$ cat src/rtl/i2c_cfg_pkg.sv
package i2c_cfg_pkg;
  localparam int CFG_REGS = 7;
  localparam logic [7:0] DEV_ADDR_WR = 8'hD2;
  // register 6 in the top byte, register 0 in the bottom byte
  localparam logic [CFG_REGS*8-1:0] CFG_RESET = {8'h00, 8'h13, 8'h00, 8'h37, 8'h5F, 8'h1B, 8'h00};

  typedef enum logic [1:0] {
    RX_IDLE,
    RX_BITS,
    RX_ACK,
    RX_SKIP
  } rx_state_e;
endpackage

$ cat src/rtl/i2c_line_sync.sv
module i2c_line_sync #(
  parameter int STAGES = 2
) (
  input  logic clk,
  input  logic rst_n,
  input  logic scl_i,
  input  logic sda_i,
  output logic scl_o,
  output logic sda_o,
  output logic scl_rise_o,
  output logic scl_fall_o,
  output logic start_o,
  output logic stop_o
);
  logic [STAGES-1:0] scl_pipe, sda_pipe;
  logic scl_q, sda_q;

  always_ff @(posedge clk or negedge rst_n) begin
    if (!rst_n) begin
      scl_pipe <= '1;
      sda_pipe <= '1;
      scl_q    <= 1'b1;
      sda_q    <= 1'b1;
    end else begin
      scl_pipe <= {scl_pipe[STAGES-2:0], scl_i};
      sda_pipe <= {sda_pipe[STAGES-2:0], sda_i};
      scl_q    <= scl_pipe[STAGES-1];
      sda_q    <= sda_pipe[STAGES-1];
    end
  end

  assign scl_o      = scl_pipe[STAGES-1];
  assign sda_o      = sda_pipe[STAGES-1];
  assign scl_rise_o = scl_o & ~scl_q;
  assign scl_fall_o = ~scl_o & scl_q;
  assign start_o    = scl_o & scl_q & sda_q & ~sda_o;
  assign stop_o     = scl_o & scl_q & ~sda_q & sda_o;
endmodule

$ cat src/rtl/i2c_wr_engine.sv
module i2c_wr_engine
  import i2c_cfg_pkg::*;
#(
  parameter int          NREGS      = CFG_REGS,
  parameter int          SKIP_BYTES = 2,
  parameter logic [7:0]  ADDR_BYTE  = DEV_ADDR_WR,
  localparam int         RIDX_W     = (NREGS > 1) ? $clog2(NREGS) : 1
) (
  input  logic              clk,
  input  logic              rst_n,
  input  logic              scl_lvl,
  input  logic              sda_bit,
  input  logic              scl_rise,
  input  logic              scl_fall,
  input  logic              start_det,
  input  logic              stop_det,
  output logic              ack_pull,
  output logic              wr_en,
  output logic [RIDX_W-1:0] wr_idx,
  output logic [7:0]        wr_data
);
  localparam int BYTE_LIMIT = 1 + SKIP_BYTES + NREGS;
  localparam int CNT_W      = $clog2(BYTE_LIMIT + 1);
  localparam logic [CNT_W-1:0] FIRST_DATA = CNT_W'(SKIP_BYTES + 1);
  localparam logic [CNT_W-1:0] LAST_DATA  = CNT_W'(SKIP_BYTES + NREGS);
  localparam logic [CNT_W-1:0] CNT_MAX    = CNT_W'(BYTE_LIMIT);

  rx_state_e        state;
  logic [7:0]       shreg;
  logic [3:0]       bit_cnt;
  logic [CNT_W-1:0] byte_cnt;

  always_ff @(posedge clk or negedge rst_n) begin
    if (!rst_n) begin
      state    <= RX_IDLE;
      shreg    <= '0;
      bit_cnt  <= '0;
      byte_cnt <= '0;
      ack_pull <= 1'b0;
      wr_en    <= 1'b0;
      wr_idx   <= '0;
      wr_data  <= '0;
    end else begin
      wr_en <= 1'b0;
      if (start_det) begin
        state    <= RX_BITS;
        bit_cnt  <= '0;
        byte_cnt <= '0;
        ack_pull <= 1'b0;
      end else if (stop_det) begin
        state    <= RX_IDLE;
        ack_pull <= 1'b0;
      end else begin
        unique case (state)
          RX_BITS: begin
            if (scl_rise && bit_cnt < 4'd8) begin
              shreg   <= {shreg[6:0], sda_bit};
              bit_cnt <= bit_cnt + 4'd1;
            end else if (scl_fall && bit_cnt == 4'd8) begin
              if (byte_cnt == '0 && shreg != ADDR_BYTE) begin
                state <= RX_SKIP;
              end else begin
                state    <= RX_ACK;
                ack_pull <= 1'b1;
                if (byte_cnt >= FIRST_DATA && byte_cnt <= LAST_DATA) begin
                  wr_en   <= 1'b1;
                  wr_idx  <= RIDX_W'(byte_cnt - FIRST_DATA);
                  wr_data <= shreg;
                end
                if (byte_cnt != CNT_MAX) byte_cnt <= byte_cnt + 1'b1;
              end
            end
          end
          RX_ACK: begin
            if (scl_fall) begin
              ack_pull <= 1'b0;
              bit_cnt  <= '0;
              state    <= RX_BITS;
            end
          end
          default: ;
        endcase
      end
    end
  end

  AST_ACK_STARTS_SCL_LOW: assert property (@(posedge clk) disable iff (!rst_n)
    $rose(ack_pull) |-> !scl_lvl);
  AST_STOP_RELEASES: assert property (@(posedge clk) disable iff (!rst_n)
    stop_det |=> !ack_pull);
  AST_ACK_ENDS_ON_EVENT: assert property (@(posedge clk) disable iff (!rst_n)
    $fell(ack_pull) |-> $past(scl_fall || start_det || stop_det));
  AST_WR_IN_RANGE: assert property (@(posedge clk) disable iff (!rst_n)
    wr_en |-> (int'(wr_idx) < NREGS));
  AST_WR_WITH_ACK: assert property (@(posedge clk) disable iff (!rst_n)
    wr_en |-> ack_pull);
endmodule

$ cat src/rtl/cfg_reg_file.sv
module cfg_reg_file #(
  parameter int                    NREGS  = 7,
  parameter logic [NREGS*8-1:0]    RST_VAL = '0,
  localparam int                   RIDX_W = (NREGS > 1) ? $clog2(NREGS) : 1
) (
  input  logic               clk,
  input  logic               rst_n,
  input  logic               wr_en,
  input  logic [RIDX_W-1:0]  wr_idx,
  input  logic [7:0]         wr_data,
  output logic [NREGS*8-1:0] regs_o
);
  for (genvar g = 0; g < NREGS; g++) begin : g_reg
    always_ff @(posedge clk or negedge rst_n) begin
      if (!rst_n) regs_o[g*8 +: 8] <= RST_VAL[g*8 +: 8];
      else if (wr_en && wr_idx == RIDX_W'(g)) regs_o[g*8 +: 8] <= wr_data;
    end
  end

  AST_HOLD_WITHOUT_WRITE: assert property (@(posedge clk) disable iff (!rst_n)
    !wr_en |=> $stable(regs_o));
endmodule

$ cat src/rtl/i2c_cfg_target.sv
module i2c_cfg_target
  import i2c_cfg_pkg::*;
#(
  parameter int                   NREGS      = CFG_REGS,
  parameter int                   SKIP_BYTES = 2,
  parameter int                   SYNC_STAGES = 2,
  parameter logic [7:0]           ADDR_BYTE  = DEV_ADDR_WR,
  parameter logic [NREGS*8-1:0]   RST_VAL    = CFG_RESET
) (
  input  logic               clk,
  input  logic               rst_n,
  input  logic               scl_i,
  input  logic               sda_i,
  output logic               sda_pull_o,
  output logic [NREGS*8-1:0] cfg_o
);
  localparam int RIDX_W = (NREGS > 1) ? $clog2(NREGS) : 1;

  logic scl_s, sda_s, scl_rise, scl_fall, start_det, stop_det;
  logic wr_en;
  logic [RIDX_W-1:0] wr_idx;
  logic [7:0] wr_data;

  i2c_line_sync #(.STAGES(SYNC_STAGES)) u_sync (
    .clk(clk), .rst_n(rst_n), .scl_i(scl_i), .sda_i(sda_i),
    .scl_o(scl_s), .sda_o(sda_s), .scl_rise_o(scl_rise), .scl_fall_o(scl_fall),
    .start_o(start_det), .stop_o(stop_det)
  );

  i2c_wr_engine #(.NREGS(NREGS), .SKIP_BYTES(SKIP_BYTES), .ADDR_BYTE(ADDR_BYTE)) u_eng (
    .clk(clk), .rst_n(rst_n), .scl_lvl(scl_s), .sda_bit(sda_s),
    .scl_rise(scl_rise), .scl_fall(scl_fall), .start_det(start_det), .stop_det(stop_det),
    .ack_pull(sda_pull_o), .wr_en(wr_en), .wr_idx(wr_idx), .wr_data(wr_data)
  );

  cfg_reg_file #(.NREGS(NREGS), .RST_VAL(RST_VAL)) u_regs (
    .clk(clk), .rst_n(rst_n), .wr_en(wr_en), .wr_idx(wr_idx), .wr_data(wr_data),
    .regs_o(cfg_o)
  );
endmodule

$ cat config.mk
export PLATFORM = sky130hd
export DESIGN_NAME = i2c_cfg_target
export DESIGN_NICKNAME = d
export VERILOG_FILES = /design/src/rtl/i2c_cfg_pkg.sv /design/src/rtl/i2c_line_sync.sv /design/src/rtl/i2c_wr_engine.sv /design/src/rtl/cfg_reg_file.sv /design/src/rtl/i2c_cfg_target.sv
export SDC_FILE = /design/constraint.sdc
export NUM_CORES = 1
export LEC_CHECK = 0
export CAP_MARGIN = 20
export CORE_UTILIZATION = 40
export CTS_CLUSTER_DIAMETER = 80
export DETAILED_ROUTE_END_ITERATION = 8
export DONT_BUFFER_PORTS = 1
export GPL_ROUTABILITY_DRIVEN = 0
export SYNTH_ARGS = -nofsm -noshare
export SYNTH_HDL_FRONTEND = slang
export SYNTH_SLANG_ARGS = --single-unit
$ cat constraint.sdc
create_clock -name clk -period 1.75 [get_ports clk]
set_input_delay 0.4375 -clock clk [delete_from_list [all_inputs] [get_ports clk]]
set_output_delay 0.4375 -clock clk [all_outputs]
set_load 0.01 [all_outputs]
==> results of run 1 <==
==> report_power, final <==
group | switching, uW | internal, uW
logic | 419 | 473
registers | 80.1 | 2280
clock network | 724 | 596
==> cell type report <==
| type | instances | area (sq um) | share of cell area |
|---|---|---|---|
| clock buffer | 13 | 159 | 0.0340 |
| clock inverter | 3 | 21.3 | 0.00455 |
| inverter | 11 | 41.3 | 0.00883 |
| multi-input combinational | 159 | 1570 | 0.335 |
| sequential | 93 | 2360 | 0.504 |
| tap | 129 | 161 | 0.0345 |
| timing repair buffer | 46 | 369 | 0.0789 |
==> synthesized netlist by cell type, drive strengths merged (4+ instances only) <==
cell	n
nor2	7
nand2	13
o21ai	6
ha	9
nor3	4
mux2	74
nand2b	5
a21oi	4
dfrtp	69
dfstp	24
nand4b	5
inv	11
==> cells by family (layout without fill, tap and decap cells) <==
| group | after synthesis | after routing |
|---|---|---|
| adders and majority gates | 9 | 9 |
| xor gates and xnor gates | 2 | 2 |
| AOI/OAI and AO/OA | 22 | 22 |
| and+or+nand+nor | 49 | 49 |
| muxes | 77 | 77 |
| buffers and inverters | 15 | 73 |
| DFF | 93 | 93 |
==> stage by stage <==
step / util / hold slack (ns) / setup slack, ns / area (sq um)
floorplan: - / 0.142 / -0.118 / 3920
CTS: 0.491 / -0.264 / -0.104 / 4600
detailed placement: 0.467 / 0.146 / -0.154 / 4370
global route: 0.499 / -0.265 / -0.132 / 4680
finish: 0.499 / -0.230 / -0.0665 / 4680
global placement: 0.467 / 0.148 / -0.0993 / 4370
==> sequential cells by signal, summed over array words and instances, names as in the netlist <==
signal           cells
u_regs.regs_o       56
u_eng.shreg          8
u_eng.wr_data        8
u_eng.bit_cnt        4
u_eng.byte_cnt       4
u_eng.wr_idx         3
u_eng.state          2
u_sync.scl_pipe      2
u_sync.sda_pipe      2
u_eng.ack_pull       1
u_eng.wr_en          1
u_sync.scl_q         1
u_sync.sda_q         1
==> worst paths after layout <==
kind | slack [ns] | from | end | depth (start not counted)
setup reg to reg | -0.07 | u_eng.shreg[0] | u_eng.wr_data[5] | 5
hold reg to reg | 0.36 | u_sync.sda_pipe[0] | u_sync.sda_pipe[1] | 0
setup / recovery | -0.07 | u_eng.shreg[0] | u_eng.wr_data[5] | 5
hold / removal | -0.23 | rst_n | u_regs.regs_o[14] | 0
max in group asynchronous | 1.76 | rst_n | u_sync.sda_pipe[1] | 0
min in group clk | 0.07 | scl_i | u_sync.scl_pipe[0] | 0
==> routing by layer <==
metal,GRT usage,vias up
li1,-,1061
met1,0.194,1169
met2,0.253,41
met3,0.0472,11
met4,0.0635,0
met5,0,-
==> timing repair <==
action / 4_1_cts / 5_1_grt
resized for setup: 8 / 14
buffers inserted: 1 / 3
hold endpoints to repair: 93 / 93
pin swaps: 1 / 6
endpoints found under the setup margin: 18 / 19
==> critical path: cells and delay by family, from the launching register on <==
family,cells,cell delay (ns)
and+or+nand+nor,2,0.66
DFF,1,0.38
muxes,1,0.29
AOI/OAI and AO/OA,1,0.20
buffers and inverters,1,0.17
==> flow_metrics.tcl, run 1 <==
set metrics [dict create \
    fillCellCount 845 \
    ant_nets 0 \
    final_cell_mix "71 x mux2_2, 69 x dfrtp_1, 42 x buf_4" \
    skew_ns 0.00917 \
    end_kind "flip-flop" \
    yosys.area.top_type "dfrtp_1" \
    finalHoldWorstSlack_ns -0.230 \
    cp-start-kind "flip-flop" \
    synth.ff_latch_count 93 \
    cp_max_fo 14 \
    relSlewSlack 0.795 \
    overflow 0 \
    synthFlopType "dfrtp_1" \
    yosysWarnings 0 \
    drtPass1Iterations 4 \
    htreeDepth 3 \
    worstPathArrival_ns 2.06 \
    violations "negative hold slack, negative setup slack" \
    period_needed_ns 1.82 \
    die_h_um 101 \
    synth_top_area_share 0.441 \
    path_class "flip-flop to flip-flop" \
    wl_met2_um 3680 \
    timing.final.crit_share 1.04 \
    die_x_um 101 \
    drt_iter0_drc 71 \
    area_growth_pct 19.4 \
    fmax_mhz 551 \
    synth_edf_count 0 \
    synth-async-reset-ratio 1.00 \
    muxShareOfSynthArea 0.223 \
    tightest_slew_ns 0.307 \
    dp_hpwl_um 5160 \
    dp_cells 434 \
    yosys.area_share.simple 0.0869 \
    track_usage 0.156 \
    cp_cell_sequence "or4b_4 -> o211ai_4 -> nand4_4 -> buf_12 -> mux2_4" \
    clock_sink_count 93 \
    hold_viol 93 \
    crit_path_top_delay_cell "or4b_4" \
    fin_ws_ns -0.0665 \
    irDropWorstVdd_uv 659 \
    max_stage_delay_ns 0.55 \
    syn_avg_cell_area_sq_um 14.7 \
    ys_seq_area_frac 0.602 \
    grt_pass1_wl_um 12000 \
    tritoncts "done" \
    grt_pass1_vias 2348 \
    syn-num-nets 280 \
    routed-wl-met3_um 354 \
    final_cells 454 \
    dieArea_sq_um 10200 \
    slew_viol_final 0 \
    fp.coreArea_sq_um 9370 \
    required_ns 1.99 \
    via_per_inst 5.03 \
    start_util 0.418 \
    fin_nets 333 \
    status "finished with violations" \
    cts_made_buffers 9 \
    insertedDiodeCount 0 \
    fp-row-count 35 \
    antenna_found_initial 0 \
    leakage_uw 0.00225 \
    syn_inst 267 \
    clk_latency_ns 0.36 \
    finalSetupViolCount 10 \
    synth_top_family_by_area "multiplexers" \
    yosys.area_share.xor_xnor 0.00447 \
    hold_class "input pin to async pin" \
    synth_compound_area_frac 0.0386 \
    cts_max_path_buffers 2 \
    synth_fa_ha_area_frac 0.0287 \
    final_common_cell "mux2_2" \
    dr.max_layer_used "met4" \
    layout-drive-gt1-share 0.551 \
    ioPinCount 61 \
    powerDensity_nw_per_um2 978 \
    drv_cap 0 \
    wl_per_cell_um 16.4 \
    drt-met1-wl_um 3290 \
    setup-tns-final_ns -0.384 \
    yosysUniqueCellTypes 38 \
    rsz0062_at_grt "true" \
    io_buffers 0 \
    cts-root-buf "clkbuf_8" \
    syn_area_sq_um 3920 \
    finalWirelength_um 7450 \
    power.total_uw 4570 \
    clkTransAtPathRegs_ns 0.09 \
    grt_max_degree 94 \
    dr_total_vias 2282 \
    route.detailed.drc 0 \
    synth_area_leaders "dfrtp_1 44%, mux2_2 20%, dfstp_2 16%" \
]
Note: power is estimated with default switching activity, not from simulation.
==> run 2, diff against run 1 <==
--- a/config.mk
+++ b/config.mk
@@ -6,11 +6,12 @@
 export NUM_CORES = 1
 export LEC_CHECK = 0
 export CAP_MARGIN = 20
-export CORE_UTILIZATION = 40
+export CORE_UTILIZATION = 55
 export CTS_CLUSTER_DIAMETER = 80
 export DETAILED_ROUTE_END_ITERATION = 8
 export DONT_BUFFER_PORTS = 1
 export GPL_ROUTABILITY_DRIVEN = 0
+export PLACE_DENSITY = 0.73
 export SYNTH_ARGS = -nofsm -noshare
 export SYNTH_HDL_FRONTEND = slang
 export SYNTH_SLANG_ARGS = --single-unit
==> flow_metrics.tcl, run 2 (synthesis gave the netlist of run 1 again) <==
set metrics [dict create \
    status "finished with violations" \
    violations "negative hold slack, negative setup slack" \
    fp.coreArea_sq_um 6830 \
    ant_nets 0 \
    busiest_layer "met2" \
    die_x_um 86.4 \
    fp-row-count 30 \
    cp_max_fo 8 \
    fin_nets 329 \
    relSlewSlack 0.636 \
    cts_made_buffers 9 \
    finalHoldWorstSlack_ns -0.228 \
    hold_viol 93 \
    track_usage 0.205 \
    wl_per_cell_um 17.2 \
    clock_sink_count 93 \
    finalWirelength_um 7160 \
    cts-root-buf "clkbuf_8" \
    drt_iter0_drc 90 \
    timing.final.crit_share 1.05 \
    largest_reg_flops 56 \
    dp_cells 394 \
    cts_max_path_buffers 2 \
    clkTransAtPathRegs_ns 0.09 \
    final_cell_mix "69 x mux2_2, 69 x dfrtp_1, 39 x buf_4" \
    slew_viol_final 0 \
    tritoncts "done" \
    grt_use_met2 0.326 \
    overflow 0 \
    dieArea_sq_um 7460 \
    path_class "flip-flop to flip-flop" \
    fin_ws_ns -0.0923 \
    fillCellCount 480 \
    leakage_uw 0.00227 \
    drtPass1Iterations 4 \
    tightest_slew_ns 0.543 \
    final_cells 417 \
    fmax_mhz 543 \
    powerDensity_nw_per_um2 1090 \
    area_growth_pct 19.3 \
    period_needed_ns 1.84 \
    top_register "u_regs.regs_o" \
    die_h_um 86.4 \
    post-place-ws_ns -0.142 \
    dr_total_vias 2291 \
    skew_ns 0.0136 \
    use_met3 0.0486 \
    worstPathArrival_ns 2.08 \
    required_ns 1.98 \
    finalSetupViolCount 9 \
    htreeDepth 3 \
    ioPinCount 61 \
    grt_pass1_vias 2310 \
    layout-drive-gt1-share 0.555 \
    irDropWorstVdd_uv 747 \
    dp_hpwl_um 4800 \
    rsz0062_at_grt "true" \
    via_per_inst 5.49 \
    antenna_found_initial 0 \
    cp-start-kind "flip-flop" \
    drv_cap 0 \
    start_util 0.573 \
    hold_class "input pin to async pin" \
    io_buffers 0 \
    biggestRegsByFlops "u_regs.regs_o (56), u_eng.shreg (8), u_eng.wr_data (8)" \
    grt_max_degree 94 \
    end_kind "flip-flop" \
    insertedDiodeCount 0 \
    grt_use_met1 0.270 \
    route.detailed.drc 0 \
    clk_latency_ns 0.36 \
    grt_pass1_wl_um 11500 \
]
run 2: final cells by class:
cell class | instances | area, sq um | area share
clock buffers | 10 | 128 | 0.0273
flip-flops and latches | 93 | 2360 | 0.504
well taps | 96 | 120 | 0.0257
multi-input cells | 159 | 1570 | 0.337
clock inverters | 6 | 119 | 0.0254
repair buffers | 42 | 335 | 0.0717
inverters | 11 | 41.3 | 0.00883
run 2: path summary, 6_finish.rpt:
kind | from | to | slack [ns] | cells past startpoint
worst min-delay path | rst_n | u_eng.ack_pull | -0.23 | 0
min in group clk | scl_i | u_sync.scl_pipe[0] | 0.07 | 0
max in group asynchronous | rst_n | u_regs.regs_o[41] | 1.74 | 0
worst max register to register | u_eng.shreg[3] | u_eng.wr_data[4] | -0.09 | 5
worst max-delay path | u_eng.shreg[3] | u_eng.wr_data[4] | -0.09 | 5
worst min register to register | u_sync.scl_pipe[0] | u_sync.scl_pipe[1] | 0.36 | 0
run 2: metrics by stage:
step,power [uW],instance area [sq um],TNS (ns),hold slack (ns),util
2_1_floorplan,2900,3920,-0.353,0.142,-
3_3_place_gp,3170,4280,-0.966,0.147,0.627
3_5_place_dp,3190,4280,-1.36,0.145,0.627
4_1_cts,4970,4590,-0.713,-0.254,0.672
5_1_grt,5320,4670,-1.32,-0.262,0.684
6_report,5080,4670,-0.527,-0.228,0.684
run 2: where the power goes:
group / switching [uW] / total [uW] / internal [uW]
clock: 762 / 1730 / 968
sequential: 91.0 / 2370 / 2280
combinational: 415 / 974 / 559
run 2: per-layer routing:
metal / part of all wire / vias to the layer above
li1: - / 1052
met1: 0.46 / 1179
met2: 0.48 / 50
met3: 0.042 / 10
met4: 0.015 / 0
met5: 0 / -
run 2: timing repair:
item / 4_1_cts / 5_1_grt
gates resized for setup: 10 / 15
hold endpoints to repair: 93 / 93
cloned: 0 / 0
pin swaps: 3 / 7
setup endpoints to repair: 17 / 20
buffers inserted: 3 / 4
run 2: worst max-delay path, stage by stage, from the launching register on:
cell and delay (ns):
dfrtp_1 0.38, or4b_4 0.55, o211ai_4 0.21, nand4_4 0.13
buf_12 0.17, mux2_4 0.29
==> run 3, diff against run 2 <==
--- a/config.mk
+++ b/config.mk
@@ -6,12 +6,12 @@
 export NUM_CORES = 1
 export LEC_CHECK = 0
 export CAP_MARGIN = 20
-export CORE_UTILIZATION = 55
+export CORE_ASPECT_RATIO = 0.9
+export CORE_UTILIZATION = 30
 export CTS_CLUSTER_DIAMETER = 80
 export DETAILED_ROUTE_END_ITERATION = 8
 export DONT_BUFFER_PORTS = 1
 export GPL_ROUTABILITY_DRIVEN = 0
-export PLACE_DENSITY = 0.73
 export SYNTH_ARGS = -nofsm -noshare
 export SYNTH_HDL_FRONTEND = slang
 export SYNTH_SLANG_ARGS = --single-unit
==> flow_metrics.tcl, run 3 (synthesis gave the netlist of run 1 again) <==
set metrics [dict create \
    grt_pass1_wl_um 13200 \
    powerDensity_nw_per_um2 1110 \
    ant_nets 0 \
    r2r_start "u_eng.shreg[0]" \
    cp_max_fo 6 \
    wl_per_cell_um 17.3 \
    grt_use_met1 0.159 \
    irDropWorstVdd_uv 493 \
    p_int_uw 3970 \
    insertedDiodeCount 0 \
    cts_max_path_buffers 2 \
    hold_viol 89 \
    cts_made_buffers 9 \
    grt_max_degree 94 \
    violations "negative hold slack, negative setup slack" \
    tritoncts "done" \
    end_kind "flip-flop" \
    relSlewSlack 0.641 \
    fin_ws_ns -0.154 \
    place_area_sq_um 4370 \
    drtPass1Iterations 4 \
    drv_cap 0 \
    cts-root-buf "clkbuf_16" \
    dieArea_sq_um 13500 \
    busiest_layer "met2" \
    period_needed_ns 1.90 \
    hold_class "input pin to async pin" \
    cp-start-kind "flip-flop" \
    route.detailed.drc 0 \
    clkTransAtPathRegs_ns 0.07 \
    leakage_uw 0.00232 \
    final_common_cell "mux2_2" \
    area_growth_pct 25.5 \
    multi_input_area_sq_um 1650 \
    finalWirelength_um 8450 \
    pwr-share-comb 0.189 \
    clkPwrFrac 0.375 \
    switching_power_uw 1490 \
    fp-row-count 39 \
    start_util 0.308 \
    path_class "flip-flop to flip-flop" \
    fillCellCount 1160 \
    seqCellArea_sq_um 2360 \
    die_x_um 122 \
    rsz0062_at_grt "true" \
    finalSetupViolCount 15 \
    finalHoldWorstSlack_ns -0.214 \
    io_buffers 0 \
    fmax_mhz 525 \
    pwr-share-seq 0.437 \
    status "finished with violations" \
    antenna_found_initial 0 \
    slew_viol_final 0 \
    clk_latency_ns 0.35 \
    rr_worst_depth 4 \
    die_h_um 110 \
    dp_hpwl_um 5430 \
    use_met3 0.0486 \
    post-route-cell-area_sq_um 4920 \
    worstPathArrival_ns 2.14 \
    reg2reg_slack_ns -0.15 \
    final_cell_mix "70 x mux2_2, 69 x dfrtp_1, 37 x buf_4" \
    switching_share 0.273 \
    clock_sink_count 93 \
    timing.final.crit_share 1.09 \
    via_per_inst 4.80 \
    ioPinCount 61 \
    fp.coreArea_sq_um 12700 \
    post-place-ws_ns -0.142 \
    track_usage 0.129 \
    setup-tns-final_ns -1.56 \
    htreeDepth 3 \
    skew_ns 0.00571 \
    grt_use_met2 0.205 \
    power.total_uw 5460 \
    drt_iter0_drc 74 \
    top_register "u_regs.regs_o" \
    fin_nets 331 \
    tightest_slew_ns 0.536 \
    biggestRegsByFlops "u_regs.regs_o (56), u_eng.shreg (8), u_eng.wr_data (8)" \
    largest_reg_flops 56 \
    overflow 0 \
    dr_total_vias 2339 \
    required_ns 1.98 \
    worstReg2RegEnd "u_eng.wr_data[6]" \
    layout-drive-gt1-share 0.591 \
    grt_pass1_vias 2425 \
]
-- run 3: final cells by class --
class / count / share of cell area
repair buffers: 43 / 0.0702
clock inverters: 7 / 0.0176
well taps: 164 / 0.0417
clock buffers: 9 / 0.0458
inverters: 11 / 0.00891
flip-flops and latches: 93 / 0.479
multi-input cells: 160 / 0.336
-- run 3: worst max path at each step --
stage,start,to,depth (start not counted)
3_3_place_gp,u_eng.shreg[3],u_eng.wr_data[6],4
2_1_floorplan,u_eng.shreg[0],u_eng.wr_data[4],5
5_1_grt,u_eng.shreg[0],u_eng.wr_data[1],4
3_5_place_dp,u_eng.shreg[3],u_eng.wr_data[6],4
4_1_cts,u_eng.shreg[0],u_eng.byte_cnt[0],6
6_report,u_eng.shreg[0],u_eng.wr_data[6],4
-- run 3: through the flow --
stage / hold slack (ns) / std cells / utilization
floorplan: 0.142 / 267 / -
global placement: 0.148 / 462 / 0.343
detailed placement: 0.147 / 462 / 0.343
CTS: -0.234 / 484 / 0.374
global route: -0.236 / 487 / 0.386
finish: -0.214 / 487 / 0.386
-- run 3: repair_timing --
item                       in CTS  in global routing
setup endpoints to repair      20                 22
setup buffers                   5                  3
gates resized for setup         8                 37
cloned                          1                  0
hold endpoints to repair       93                 93
pin swaps                       3                 11
-- run 3: worst max-delay path, cell delays in order, from the launching register on --
cell and delay [ns]:
dfrtp_1 0.38, or4b_4 0.56, o211ai_4 0.26, nand4_4 0.23, mux2_4 0.35
-- run 3: power by group through the flow --
stage	clock network (uW)	registers, uW	logic, uW
floorplan	0	2420	471
global placement	0	2410	793
detailed placement	0	2420	816
CTS	2110	2380	874
global route	2210	2400	1110
finish	2050	2380	1030
-- run 3: per-layer routing --
metal,vias to the layer above,share of wire
met5,-,0
met4,0,0.020
met3,16,0.064
met2,68,0.49
met1,1177,0.43
li1,1078,-
